`config.mk`:
```
export PLATFORM = sky130hd
export DESIGN_NAME = chan_dma_ctl
export DESIGN_NICKNAME = d
export VERILOG_FILES = /design/src/rtl/chan_dma_pkg.sv /design/src/rtl/chan_dma_dec.sv /design/src/rtl/chan_dma_ctrl.sv /design/src/rtl/chan_dma_stat.sv /design/src/rtl/chan_dma_cfg.sv /design/src/rtl/chan_dma_ctl.sv
export SDC_FILE = /design/constraint.sdc
export NUM_CORES = 1
export LEC_CHECK = 0
export CAP_MARGIN = 15
export CORE_MARGIN = 2
export CORE_UTILIZATION = 40
export DETAILED_ROUTE_END_ITERATION = 10
export GPL_ROUTABILITY_DRIVEN = 0
export GPL_TIMING_DRIVEN = 0
export PLACE_DENSITY = 0.83
export RECOVER_POWER = 100
export SLEW_MARGIN = 20
export SYNTH_ARGS = -nofsm -noshare
export SYNTH_HDL_FRONTEND = slang
export SYNTH_SLANG_ARGS = --single-unit
export TNS_END_PERCENT = 50
```
`constraint.sdc`:
```
create_clock -name clk_i -period 1.4 [get_ports clk_i]
set_input_delay 0.28 -clock clk_i [delete_from_list [all_inputs] [get_ports clk_i]]
set_output_delay 0.28 -clock clk_i [all_outputs]
set_load 0.02 [all_outputs]
```
`src/rtl/chan_dma_pkg.sv`:
```
package chan_dma_pkg;
  localparam int unsigned N_REGS = 6;

  typedef enum logic [2:0] {
    REG_CTRL  = 3'd0,
    REG_STAT  = 3'd1,
    REG_CNT   = 3'd2,
    REG_NADDR = 3'd3,
    REG_FIN   = 3'd4,
    REG_FOUT  = 3'd5
  } reg_idx_e;

  localparam logic [4:0] OFS_CTRL  = 5'h00;
  localparam logic [4:0] OFS_STAT  = 5'h02;
  localparam logic [4:0] OFS_CNT   = 5'h04;
  localparam logic [4:0] OFS_NADDR = 5'h0C;
  localparam logic [4:0] OFS_FIN   = 5'h14;
  localparam logic [4:0] OFS_FOUT  = 5'h16;

  localparam int unsigned CTL_GO_BIT   = 7;
  localparam int unsigned CTL_RST_BIT  = 5;
  localparam int unsigned CTL_MASK_BIT = 8;
  localparam int unsigned CTL_RB_W     = 16;

  function automatic logic [4:0] reg_ofs(input int unsigned idx);
    case (idx)
      0:       return OFS_CTRL;
      1:       return OFS_STAT;
      2:       return OFS_CNT;
      3:       return OFS_NADDR;
      4:       return OFS_FIN;
      default: return OFS_FOUT;
    endcase
  endfunction
endpackage

```
`src/rtl/chan_dma_dec.sv`:
```
module chan_dma_dec #(
  parameter int unsigned ADDR_W = 5
) (
  input  logic [ADDR_W-1:0]                 addr_i,
  output logic [chan_dma_pkg::N_REGS-1:0]   sel_o
);
  for (genvar i = 0; i < chan_dma_pkg::N_REGS; i++) begin : g_sel
    assign sel_o[i] = (addr_i == ADDR_W'(chan_dma_pkg::reg_ofs(i)));
  end
endmodule

```
`src/rtl/chan_dma_ctrl.sv`:
```
module chan_dma_ctrl #(
  parameter int unsigned PIO_W = 2
) (
  input  logic             clk_i,
  input  logic             rst_ni,
  input  logic             wr_i,
  input  logic             go_bit_i,
  input  logic             rst_bit_i,
  input  logic             mask_bit_i,
  input  logic [PIO_W-1:0] pio_i,
  output logic             mask_o,
  output logic [PIO_W-1:0] pio_o,
  output logic             go_o,
  output logic             eng_rst_o,
  output logic             pkt_mode_o
);
  always_ff @(posedge clk_i or negedge rst_ni) begin
    if (!rst_ni) begin
      mask_o     <= 1'b0;
      pio_o      <= '0;
      go_o       <= 1'b0;
      eng_rst_o  <= 1'b0;
      pkt_mode_o <= 1'b0;
    end else begin
      // command bits are one-shot; reset wins over go
      go_o      <= wr_i & go_bit_i & ~rst_bit_i;
      eng_rst_o <= wr_i & rst_bit_i;
      if (wr_i) begin
        mask_o     <= mask_bit_i;
        pio_o      <= pio_i;
        pkt_mode_o <= go_bit_i & ~rst_bit_i;
      end
    end
  end
endmodule

```
`src/rtl/chan_dma_stat.sv`:
```
module chan_dma_stat #(
  parameter int unsigned ST_W = 8
) (
  input  logic            clk_i,
  input  logic            rst_ni,
  input  logic [ST_W-1:0] evt_i,
  input  logic            rd_clr_i,
  input  logic            wipe_i,
  input  logic            mask_i,
  output logic [ST_W-1:0] status_o,
  output logic            irq_o
);
  always_ff @(posedge clk_i or negedge rst_ni) begin
    if (!rst_ni)       status_o <= '0;
    else if (wipe_i)   status_o <= '0;
    else if (rd_clr_i) status_o <= evt_i;           // same-cycle event survives
    else               status_o <= status_o | evt_i;
  end

  assign irq_o = (|status_o) & ~mask_i;
endmodule

```
`src/rtl/chan_dma_cfg.sv`:
```
module chan_dma_cfg #(
  parameter int unsigned W    = 16,
  parameter logic [W-1:0] KEEP = '1
) (
  input  logic         clk_i,
  input  logic         rst_ni,
  input  logic         wr_i,
  input  logic [W-1:0] d_i,
  output logic [W-1:0] q_o
);
  always_ff @(posedge clk_i or negedge rst_ni) begin
    if (!rst_ni)   q_o <= '0;
    else if (wr_i) q_o <= d_i & KEEP;
  end
endmodule

```
`src/rtl/chan_dma_ctl.sv`:
```
module chan_dma_ctl
  import chan_dma_pkg::*;
#(
  parameter int unsigned ADDR_W  = 5,
  parameter int unsigned DATA_W  = 32,
  parameter int unsigned ST_W    = 8,
  parameter int unsigned PIO_W   = 2,
  parameter int unsigned CNT_W   = 16,
  parameter int unsigned THR_W   = 16,
  parameter int unsigned PTR_W   = 32,
  parameter int unsigned ALIGN_B = 3
) (
  input  logic              clk_i,
  input  logic              rst_ni,
  input  logic              req_i,
  input  logic              we_i,
  input  logic [ADDR_W-1:0] addr_i,
  input  logic [DATA_W-1:0] wdata_i,
  output logic [DATA_W-1:0] rdata_o,
  input  logic [ST_W-1:0]   evt_i,
  output logic              go_o,
  output logic              eng_rst_o,
  output logic              pkt_mode_o,
  output logic [PIO_W-1:0]  pio_mode_o,
  output logic [CNT_W-1:0]  cpb_count_o,
  output logic [PTR_W-1:0]  next_addr_o,
  output logic [THR_W-1:0]  fifo_in_thr_o,
  output logic [THR_W-1:0]  fifo_out_thr_o,
  output logic              irq_o
);
  localparam logic [PTR_W-1:0] PTR_KEEP = {{(PTR_W-ALIGN_B){1'b1}}, {ALIGN_B{1'b0}}};

  logic [N_REGS-1:0] sel;
  logic [N_REGS-1:0] wr;
  logic              rd;
  logic              mask;
  logic [ST_W-1:0]   status;
  logic [CTL_RB_W-1:0] ctrl_rb;
  logic [DATA_W-1:0] rd_mux;

  chan_dma_dec #(.ADDR_W(ADDR_W)) u_dec (
    .addr_i (addr_i),
    .sel_o  (sel)
  );

  assign wr = {N_REGS{req_i & we_i}} & sel;
  assign rd = req_i & ~we_i;

  chan_dma_ctrl #(.PIO_W(PIO_W)) u_ctrl (
    .clk_i      (clk_i),
    .rst_ni     (rst_ni),
    .wr_i       (wr[REG_CTRL]),
    .go_bit_i   (wdata_i[CTL_GO_BIT]),
    .rst_bit_i  (wdata_i[CTL_RST_BIT]),
    .mask_bit_i (wdata_i[CTL_MASK_BIT]),
    .pio_i      (wdata_i[PIO_W-1:0]),
    .mask_o     (mask),
    .pio_o      (pio_mode_o),
    .go_o       (go_o),
    .eng_rst_o  (eng_rst_o),
    .pkt_mode_o (pkt_mode_o)
  );

  chan_dma_stat #(.ST_W(ST_W)) u_stat (
    .clk_i    (clk_i),
    .rst_ni   (rst_ni),
    .evt_i    (evt_i),
    .rd_clr_i (rd & sel[REG_STAT]),
    .wipe_i   (wr[REG_CTRL] & wdata_i[CTL_RST_BIT]),
    .mask_i   (mask),
    .status_o (status),
    .irq_o    (irq_o)
  );

  chan_dma_cfg #(.W(CNT_W)) u_cnt (
    .clk_i (clk_i), .rst_ni (rst_ni), .wr_i (wr[REG_CNT]),
    .d_i (wdata_i[CNT_W-1:0]), .q_o (cpb_count_o)
  );

  chan_dma_cfg #(.W(PTR_W), .KEEP(PTR_KEEP)) u_naddr (
    .clk_i (clk_i), .rst_ni (rst_ni), .wr_i (wr[REG_NADDR]),
    .d_i (wdata_i[PTR_W-1:0]), .q_o (next_addr_o)
  );

  chan_dma_cfg #(.W(THR_W)) u_fin (
    .clk_i (clk_i), .rst_ni (rst_ni), .wr_i (wr[REG_FIN]),
    .d_i (wdata_i[THR_W-1:0]), .q_o (fifo_in_thr_o)
  );

  chan_dma_cfg #(.W(THR_W)) u_fout (
    .clk_i (clk_i), .rst_ni (rst_ni), .wr_i (wr[REG_FOUT]),
    .d_i (wdata_i[THR_W-1:0]), .q_o (fifo_out_thr_o)
  );

  always_comb begin
    ctrl_rb               = '0;
    ctrl_rb[CTL_MASK_BIT] = mask;
    ctrl_rb[PIO_W-1:0]    = pio_mode_o;
  end

  always_comb begin
    rd_mux = '0;
    if (sel[REG_CTRL])  rd_mux = DATA_W'(ctrl_rb);
    if (sel[REG_STAT])  rd_mux = DATA_W'(status);
    if (sel[REG_CNT])   rd_mux = DATA_W'(cpb_count_o);
    if (sel[REG_NADDR]) rd_mux = DATA_W'(next_addr_o);
    if (sel[REG_FIN])   rd_mux = DATA_W'(fifo_in_thr_o);
    if (sel[REG_FOUT])  rd_mux = DATA_W'(fifo_out_thr_o);
  end

  always_ff @(posedge clk_i or negedge rst_ni) begin
    if (!rst_ni)  rdata_o <= '0;
    else if (rd)  rdata_o <= rd_mux;
  end
endmodule

```
==> metrics.cfg, run 1 <==
[global_routing]
antenna_found_initial = 0
grt_pass1_wl_um = 25600
grt_pass1_vias = 4466
grt_max_degree = 64
grt-ovfl-total = 0
grt_usage = 0.240

[worst_hold_path]
hold_path_class = primary input to flip-flop

[drt]
vias = 4242
drt_iter0_markers = 274
vias_per_cell = 5.40
final_antenna_net_count = 0
drtPass1Iterations = 4
totalWireLength_um = 16500
wire_per_inst_um = 21.0
drc = 0

[floorplanning]
die-area_sq_um = 14000
die_w_um = 118
core_area_sq_um = 12700
ioPinCount = 167
fp.dieH_um = 118
initial_core_util = 0.413
rows = 41

[power]
peakVddDrop_mv = 0.841
p_leak_nw = 3.66
power.total_mw = 10.6
p_per_area_nw_per_um2 = 1320

[clock_tree]
cts_max_path_buffers = 2
cts_tree = built
cts_made_buffers = 17
cts_max_level = 4
clock_latency_ns = 0.42
clockRootBuffer = clkbuf_16
cts.sinks = 123
path_clk_slew_ns = 0.05

[timing]
period_minus_slack_ns = 1.66
rsz0062_at_grt = yes
finalHoldViolCount = 0
setup_violations = 46
fin_setup_tns_ns = -1.93
hold_slack_ns = 0.294
max_freq_ghz = 0.603
maxSlewViolCount = 0
tightest_slew_ns = 0.888
finClkSkew_ns = 0.0161
max-slew-margin-rel = 0.408
setup_slack_ns = -0.259
fin_crit_sh = 1.18

[logic_synthesis]
synth-seq-cells = 123
yosysSeqAreaShare = 0.589
synthArstFlopShare = 1.00
syn_avg_cell_area_sq_um = 13.5
synth_edf_count = 0
yosysWarnings = 0
synth_top_flop_cell = dfrtp_1
netlist_instances = 387
yosysUniqueCellTypes = 39
synth_area_sq_um = 5230

[placement]
dp_cells = 723
numPortBuffers = 161
place_ws_ns = -1.32
place_area_sq_um = 7190
dp_hpwl_um = 10600

[layout]
diodes = 0
seq_area_sq_um = 3080
instances_no_fill = 786
nets = 651
area_growth_pct = 54.3
fin_area_sq_um = 8070
multi_input_area_sq_um = 2210
layout_common_cells = dfrtp_1, mux2_2, clkdlybuf4s15_2
drive_gt1_frac = 0.445
fin_util = 0.637
fillCellCount = 989
final_common_cell = dfrtp_1

[critical_path]
max_stage_delay_ns = 0.39
critPathMaxFanout = 2
cp_cell_sequence = nor4_2 -> a21oi_1 -> buf_4
cp-start-kind = flip-flop
crit_family = flip-flops
cp-end-kind = primary output
cp.arrival_ns = 1.38
worstPathRequired_ns = 1.12
crit_slowest_cell = dfrtp_1
worstSetupPathType = flip-flop to primary output
path_buf_inv = 1

[status]
status = finished with violations
violations = negative setup slack

[run]
drv_cap = 0

==> report_power, final <==
part	leakage (nW)	internal (mW)	switching, mW
logic	1.79	0.948	1.04
registers	1.60	3.93	0.316
clock network	0.280	2.87	1.51
==> worst reg2reg max path, stage by stage (launching register included) <==
cell and delay (ns):
dfrtp_1 0.37, buf_4 0.12, buf_4 0.11, or3b_4 0.38, a21oi_4 0.15, a221oi_2 0.06
o21ai_1 0.12
==> layer usage <==
metal,vias up,share of wire,routed length [um],track usage
li1,1864,-,-,-
met1,2156,0.41,6750,0.299
met2,197,0.49,8090,0.391
met3,25,0.088,1460,0.0869
met4,0,0.014,239,0.0738
met5,-,0,0,0
==> cells by family (layout without fill, tap and decap cells) <==
family | after synthesis | count (layout) | synth area share
compound gates | 81 | 81 | 0.114
flops | 123 | 123 | 0.589
other cells | 1 | 3 | 0.000717
buf+inv | 27 | 252 | 0.0278
mux | 89 | 89 | 0.197
simple gates | 66 | 66 | 0.0715
==> sequential cells by signal, summed over array words and instances (netlist names) <==
register and count:
u_cnt.q_o 16, u_fout.q_o 16, u_stat.status_o 8, u_fin.q_o 16
u_ctrl.pkt_mode_o 1, u_naddr.q_o 29, u_ctrl.pio_o 2, u_ctrl.eng_rst_o 1
u_ctrl.go_o 1, u_ctrl.mask_o 1, rdata_o 32
==> path summary, 6_finish.rpt <==
kind	slack, ns	from	depth (start not counted)	endpoint
max in group asynchronous	0.07	rst_ni	3	rdata_o[6]
min	0.29	addr_i[1]	4	rdata_o[2]
max	-0.26	u_stat.status_o[5]	3	irq_o
min reg2reg	0.49	rdata_o[24]	1	rdata_o[24]
min in group asynchronous	0.54	rst_ni	2	rdata_o[26]
max reg2reg	0	u_stat.status_o[4]	6	rdata_o[4]
==> cell usage after synthesis, types with 2 or more instances <==
| master | count | area [sq um] |
|---|---|---|
| dfrtp_1 | 123 | 3080 |
| nand3_1 | 2 | 10.0 |
| buf_4 | 5 | 37.5 |
| nor2_1 | 29 | 109 |
| mux2_2 | 72 | 811 |
| or3b_2 | 5 | 43.8 |
| buf_2 | 8 | 40.0 |
| nor2b_1 | 5 | 31.3 |
| and2_1 | 3 | 18.8 |
| mux2i_1 | 7 | 70.1 |
| a21oi_1 | 16 | 80.1 |
| mux2_4 | 10 | 150 |
| o2bb2ai_1 | 8 | 70.1 |
| nand2_1 | 11 | 41.3 |
| nor4_1 | 3 | 18.8 |
| a22o_1 | 21 | 184 |
| o22ai_1 | 2 | 12.5 |
| a22oi_1 | 3 | 22.5 |
| nor3b_4 | 2 | 37.5 |
| a221oi_1 | 13 | 114 |
| clkbuf_1 | 11 | 41.3 |
| o21ai_0 | 10 | 50.1 |
| buf_6 | 2 | 22.5 |
==> repair_timing <==
| item | in CTS | in global routing |
|---|---|---|
| hold buffers | 1 | 0 |
| cloned | 3 | 1 |
| gates resized for setup | 378 | 69 |
| hold endpoints to repair | 62 | 0 |
| pin swaps | 4 | 7 |
| setup buffers | 22 | 10 |
| endpoints found under the setup margin | 238 | 123 |
==> area by class of cell <==
cell class                 instances  area share
sequential                       123       0.381
multi-input combinational        239       0.274
timing repair buffer             196       0.215
clock buffer                      24      0.0584
buffer                            24      0.0299
tap                              172      0.0267
clock inverter                     7      0.0143
inverter                           1    0.000465
Power figures use the tool's default switching activity.
==> inputs of run 2 (changes only) <==
- CTS_CLUSTER_SIZE: not set -> 20
==> results of run 2 <==
No change in the layout: final DEF, timing and power equal those of run 1.
==> inputs of run 3 (changes only) <==
- CTS_BUF_LIST: not set -> sky130_fd_sc_hd__clkbuf_2 sky130_fd_sc_hd__clkbuf_4 sky130_fd_sc_hd__clkbuf_8
- PLACE_DENSITY: 0.83 -> 0.82
- SYNTH_HIERARCHICAL: not set -> 1
==> run 3 against run 2 <==
Against the previous run:
- the run still ends with negative setup slack left
- synthesized area grew 5.0%
- setup slack got worse by 0.090 ns
- clock-buffer cell count is 3 lower
==> metrics.cfg, run 3 <==
[floorplanning]
ioPinCount = 167  ; unchanged
die_w_um = 121  ; was 118 um
rows = 42  ; was 41
fp.dieH_um = 121  ; was 118 um
initial_core_util = 0.411  ; was 0.413
core_area_sq_um = 13300  ; was 12700 sq um
die-area_sq_um = 14700  ; was 14000 sq um

[timing]
finClkSkew_ns = 0.0131  ; was 0.0161 ns
fin_crit_sh = 1.25  ; was 1.18
period_minus_slack_ns = 1.75  ; was 1.66 ns
max_freq_ghz = 0.572  ; was 0.603 GHz
finalHoldViolCount = 0  ; unchanged
max-slew-margin-rel = 0.425  ; was 0.408
maxSlewViolCount = 0  ; unchanged
setup_violations = 107  ; was 46
tightest_slew_ns = 0.862  ; was 0.888 ns
hold_slack_ns = 0.360  ; was 0.294 ns
setup_slack_ns = -0.348  ; was -0.259 ns
rsz0062_at_grt = yes  ; unchanged

[global_routing]
grt_max_degree = 66  ; was 64
grt_pass1_vias = 4634  ; was 4466
grt-ovfl-total = 0  ; unchanged
grt_pass1_wl_um = 27000  ; was 25600 um
antenna_found_initial = 0  ; unchanged
grt_usage = 0.249  ; was 0.240

[power]
comb_power_share = 0.215  ; was 0.188
power.share.sequential = 0.462  ; was 0.400
p_clk_frac = 0.322  ; was 0.413
p_switching_mw = 2.87  ; about the same
peakVddDrop_mv = 0.602  ; was 0.841 mV
power.share.switching = 0.310  ; was 0.270
internal_power_mw = 6.40  ; was 7.75 mW
p_leak_nw = 4.02  ; was 3.66 nW
p_per_area_nw_per_um2 = 1140  ; was 1320 nW/um^2

[placement]
numPortBuffers = 163  ; was 161
place_ws_ns = -1.33  ; was -1.32 ns
place_area_sq_um = 7470  ; was 7190 sq um
dp_hpwl_um = 11500  ; was 10600 um

[critical_path]
path_buf_inv = 1  ; unchanged
rrSetupSlack_ns = 0.08  ; was 0 ns
timing.rr.start = u_stat/status_o[0]  ; was u_stat.status_o[4]
crit_slowest_cell = dfrtp_1  ; unchanged
cp-start-kind = flip-flop  ; unchanged
r2r-end = rdata_o[0]  ; was rdata_o[4]
worstPathRequired_ns = 1.12  ; about the same
cp.arrival_ns = 1.47  ; was 1.38 ns
critPathMaxFanout = 2  ; unchanged
max_stage_delay_ns = 0.42  ; was 0.39 ns
crit_family = flip-flops  ; unchanged
worstSetupPathType = flip-flop to primary output  ; unchanged
rr_worst_depth = 4  ; was 6
cp-end-kind = primary output  ; unchanged
cp_cell_sequence = nor4_4 -> a21oi_2 -> buf_6  ; was nor4_2 -> a21oi_1 -> buf_4

[clock_tree]
cts_tree = built  ; unchanged
cts_made_buffers = 17  ; unchanged
clock_latency_ns = 0.45  ; was 0.42 ns
cts_max_path_buffers = 2  ; unchanged
cts_max_level = 4  ; unchanged
clockRootBuffer = clkbuf_8  ; was clkbuf_16
cts.sinks = 123  ; unchanged
path_clk_slew_ns = 0.07  ; was 0.05 ns

[drt]
drc = 0  ; unchanged
vias_per_cell = 5.58  ; was 5.40
drtPass1Iterations = 7  ; was 4
totalWireLength_um = 18600  ; was 16500 um
vias = 4601  ; was 4242
wire_per_inst_um = 22.5  ; was 21.0 um
drt_iter0_markers = 415  ; was 274
final_antenna_net_count = 0  ; unchanged

[status]
violations = negative setup slack  ; unchanged
status = finished with violations  ; unchanged

[logic_synthesis]
yosysSeqAreaShare = 0.561  ; was 0.589
yosysUniqueCellTypes = 40  ; was 39
synth_top_flop_cell = dfrtp_1  ; unchanged
synth_top_cell_area_share = 0.561  ; was 0.589
synth_edf_count = 0  ; unchanged
synth.area.top_cells = dfrtp_1, mux2_4, mux2_2, a22o_1, a211oi_1  ; was dfrtp_1, mux2_2, a22o_1, mux2_4, a221oi_1
yosysTopAreaCell = dfrtp_1  ; unchanged
syn_avg_cell_area_sq_um = 13.7  ; was 13.5 sq um
synth_common_cells = dfrtp_1, mux2_2, mux2_4  ; was dfrtp_1, mux2_2, nor2_1
yosysWarnings = 6  ; was 0
netlist_instances = 400  ; was 387
synthArstFlopShare = 1.00  ; unchanged
synth-seq-cells = 123  ; unchanged
synth_area_sq_um = 5490  ; was 5230 sq um
synth.most_common_cell = dfrtp_1  ; unchanged

[worst_hold_path]
hp-start = evt_i[6]  ; was addr_i[1]
holdPathEnd = u_stat/status_o[6]  ; was rdata_o[2]
hold_path_class = primary input to flip-flop  ; unchanged
hold_depth = 3  ; was 4

[layout]
regMostFlops = rdata_o  ; unchanged
diodes = 0  ; unchanged
area_growth_pct = 48.7  ; was 54.3%
fin_area_sq_um = 8160  ; was 8070 sq um
nets = 685  ; was 651
multi_input_area_sq_um = 2460  ; was 2210 sq um
fillCellCount = 1045  ; was 989
fin_util = 0.611  ; was 0.637
layout_common_cells = dfrtp_1, clkbuf_2, mux2_4  ; was dfrtp_1, mux2_2, clkdlybuf4s15_2
drive_gt1_frac = 0.531  ; was 0.445
final_common_cell = dfrtp_1  ; unchanged
top_regs = rdata_o x32, u_naddr/q_o x29  ; was rdata_o x32, u_naddr.q_o x29
largest_reg_flops = 32  ; unchanged
seq_area_sq_um = 3080  ; about the same

[run]
drv_cap = 0  ; unchanged

==> run 3: changes by cell type after synthesis, sizes merged, moves of 8 or more <==
cell	change
nand2	-9
o22ai	+8
nor2	-9
nand2b	+10
inv	+10
a221oi	-13
a211oi	+13
o2bb2ai	-8
==> run 3: worst reg2reg max path: stages (launching register included) <==
cell and delay, ns:
dfrtp_1 0.41, buf_4 0.15, and3b_1 0.20, a2111oi_4 0.33, o22ai_1 0.12
==> run 3: cells by family after synthesis <==
family / synth area share
buf+inv: 0.0490
compound gates: 0.108
simple gates: 0.0905
mux: 0.191
flops: 0.561
other cells: 0.000683
==> run 3: what timing repair did <==
| action | in CTS | in global routing |
|---|---|---|
| hold buffers | 1 | 0 |
| gates resized for setup | 546 | 53 |
| cloned | 4 | 0 |
| pin swaps | 12 | 27 |
| buffers inserted | 45 | 13 |
| hold endpoints to repair | 58 | 0 |
| setup endpoints to repair | 238 | 117 |
==> run 3: worst max path at each step <==
stage                  startpoint                to  slack [ns]  cells after the start
2_1_floorplan           addr_i[3]     u_fin/q_o[10]       -0.53                      8
3_3_place_gp               rst_ni  u_ctrl/eng_rst_o       -4.41                      1
3_5_place_dp            addr_i[1]     u_fout/q_o[7]       -1.33                      9
4_1_cts        u_stat/status_o[0]             irq_o       -0.32                      3
5_1_grt        u_stat/status_o[1]             irq_o       -0.41                      3
6_report       u_stat/status_o[1]             irq_o       -0.35                      3
==> run 3: power groups by stage <==
stage,Clock (mW),Sequential (mW),Combinational (mW)
finish,2.99,4.29,2.00
global route,3.20,4.33,2.10
CTS,3.03,4.25,1.98
detailed placement,0,4.32,2.18
global placement,0,4.30,2.12
floorplan,0,4.70,0.559
==> run 3: metal layers <==
| layer | vias up | GRT usage | wire, um |
|---|---|---|---|
| met1 | 2356 | 0.311 | 7300 |
| met5 | - | 0 | 0 |
| met3 | 56 | 0.0695 | 1390 |
| met4 | 0 | 0.124 | 739 |
| li1 | 1939 | - | - |
| met2 | 250 | 0.399 | 9150 |
==> run 3: layout make-up <==
class                   count  share of cell area
clock buffers              21              0.0346
well taps                 176              0.0270
flip-flops and latches    123               0.377
plain buffers              23              0.0334
multi-input cells         240               0.302
clock inverters            10              0.0115
inverters                  11             0.00506
repair buffers            220               0.209
==> run 3: metrics by stage <==
| stage | setup TNS, ns | cells | total power [mW] |
|---|---|---|---|
| 3_3_place_gp | -677.40 | 741 | 6.42 |
| 2_1_floorplan | -42.73 | 402 | 5.26 |
| 5_1_grt | -13.57 | 824 | 9.63 |
| 3_5_place_dp | -141.24 | 742 | 6.50 |
| 6_report | -8.10 | 824 | 9.27 |
| 4_1_cts | -7.48 | 821 | 9.26 |
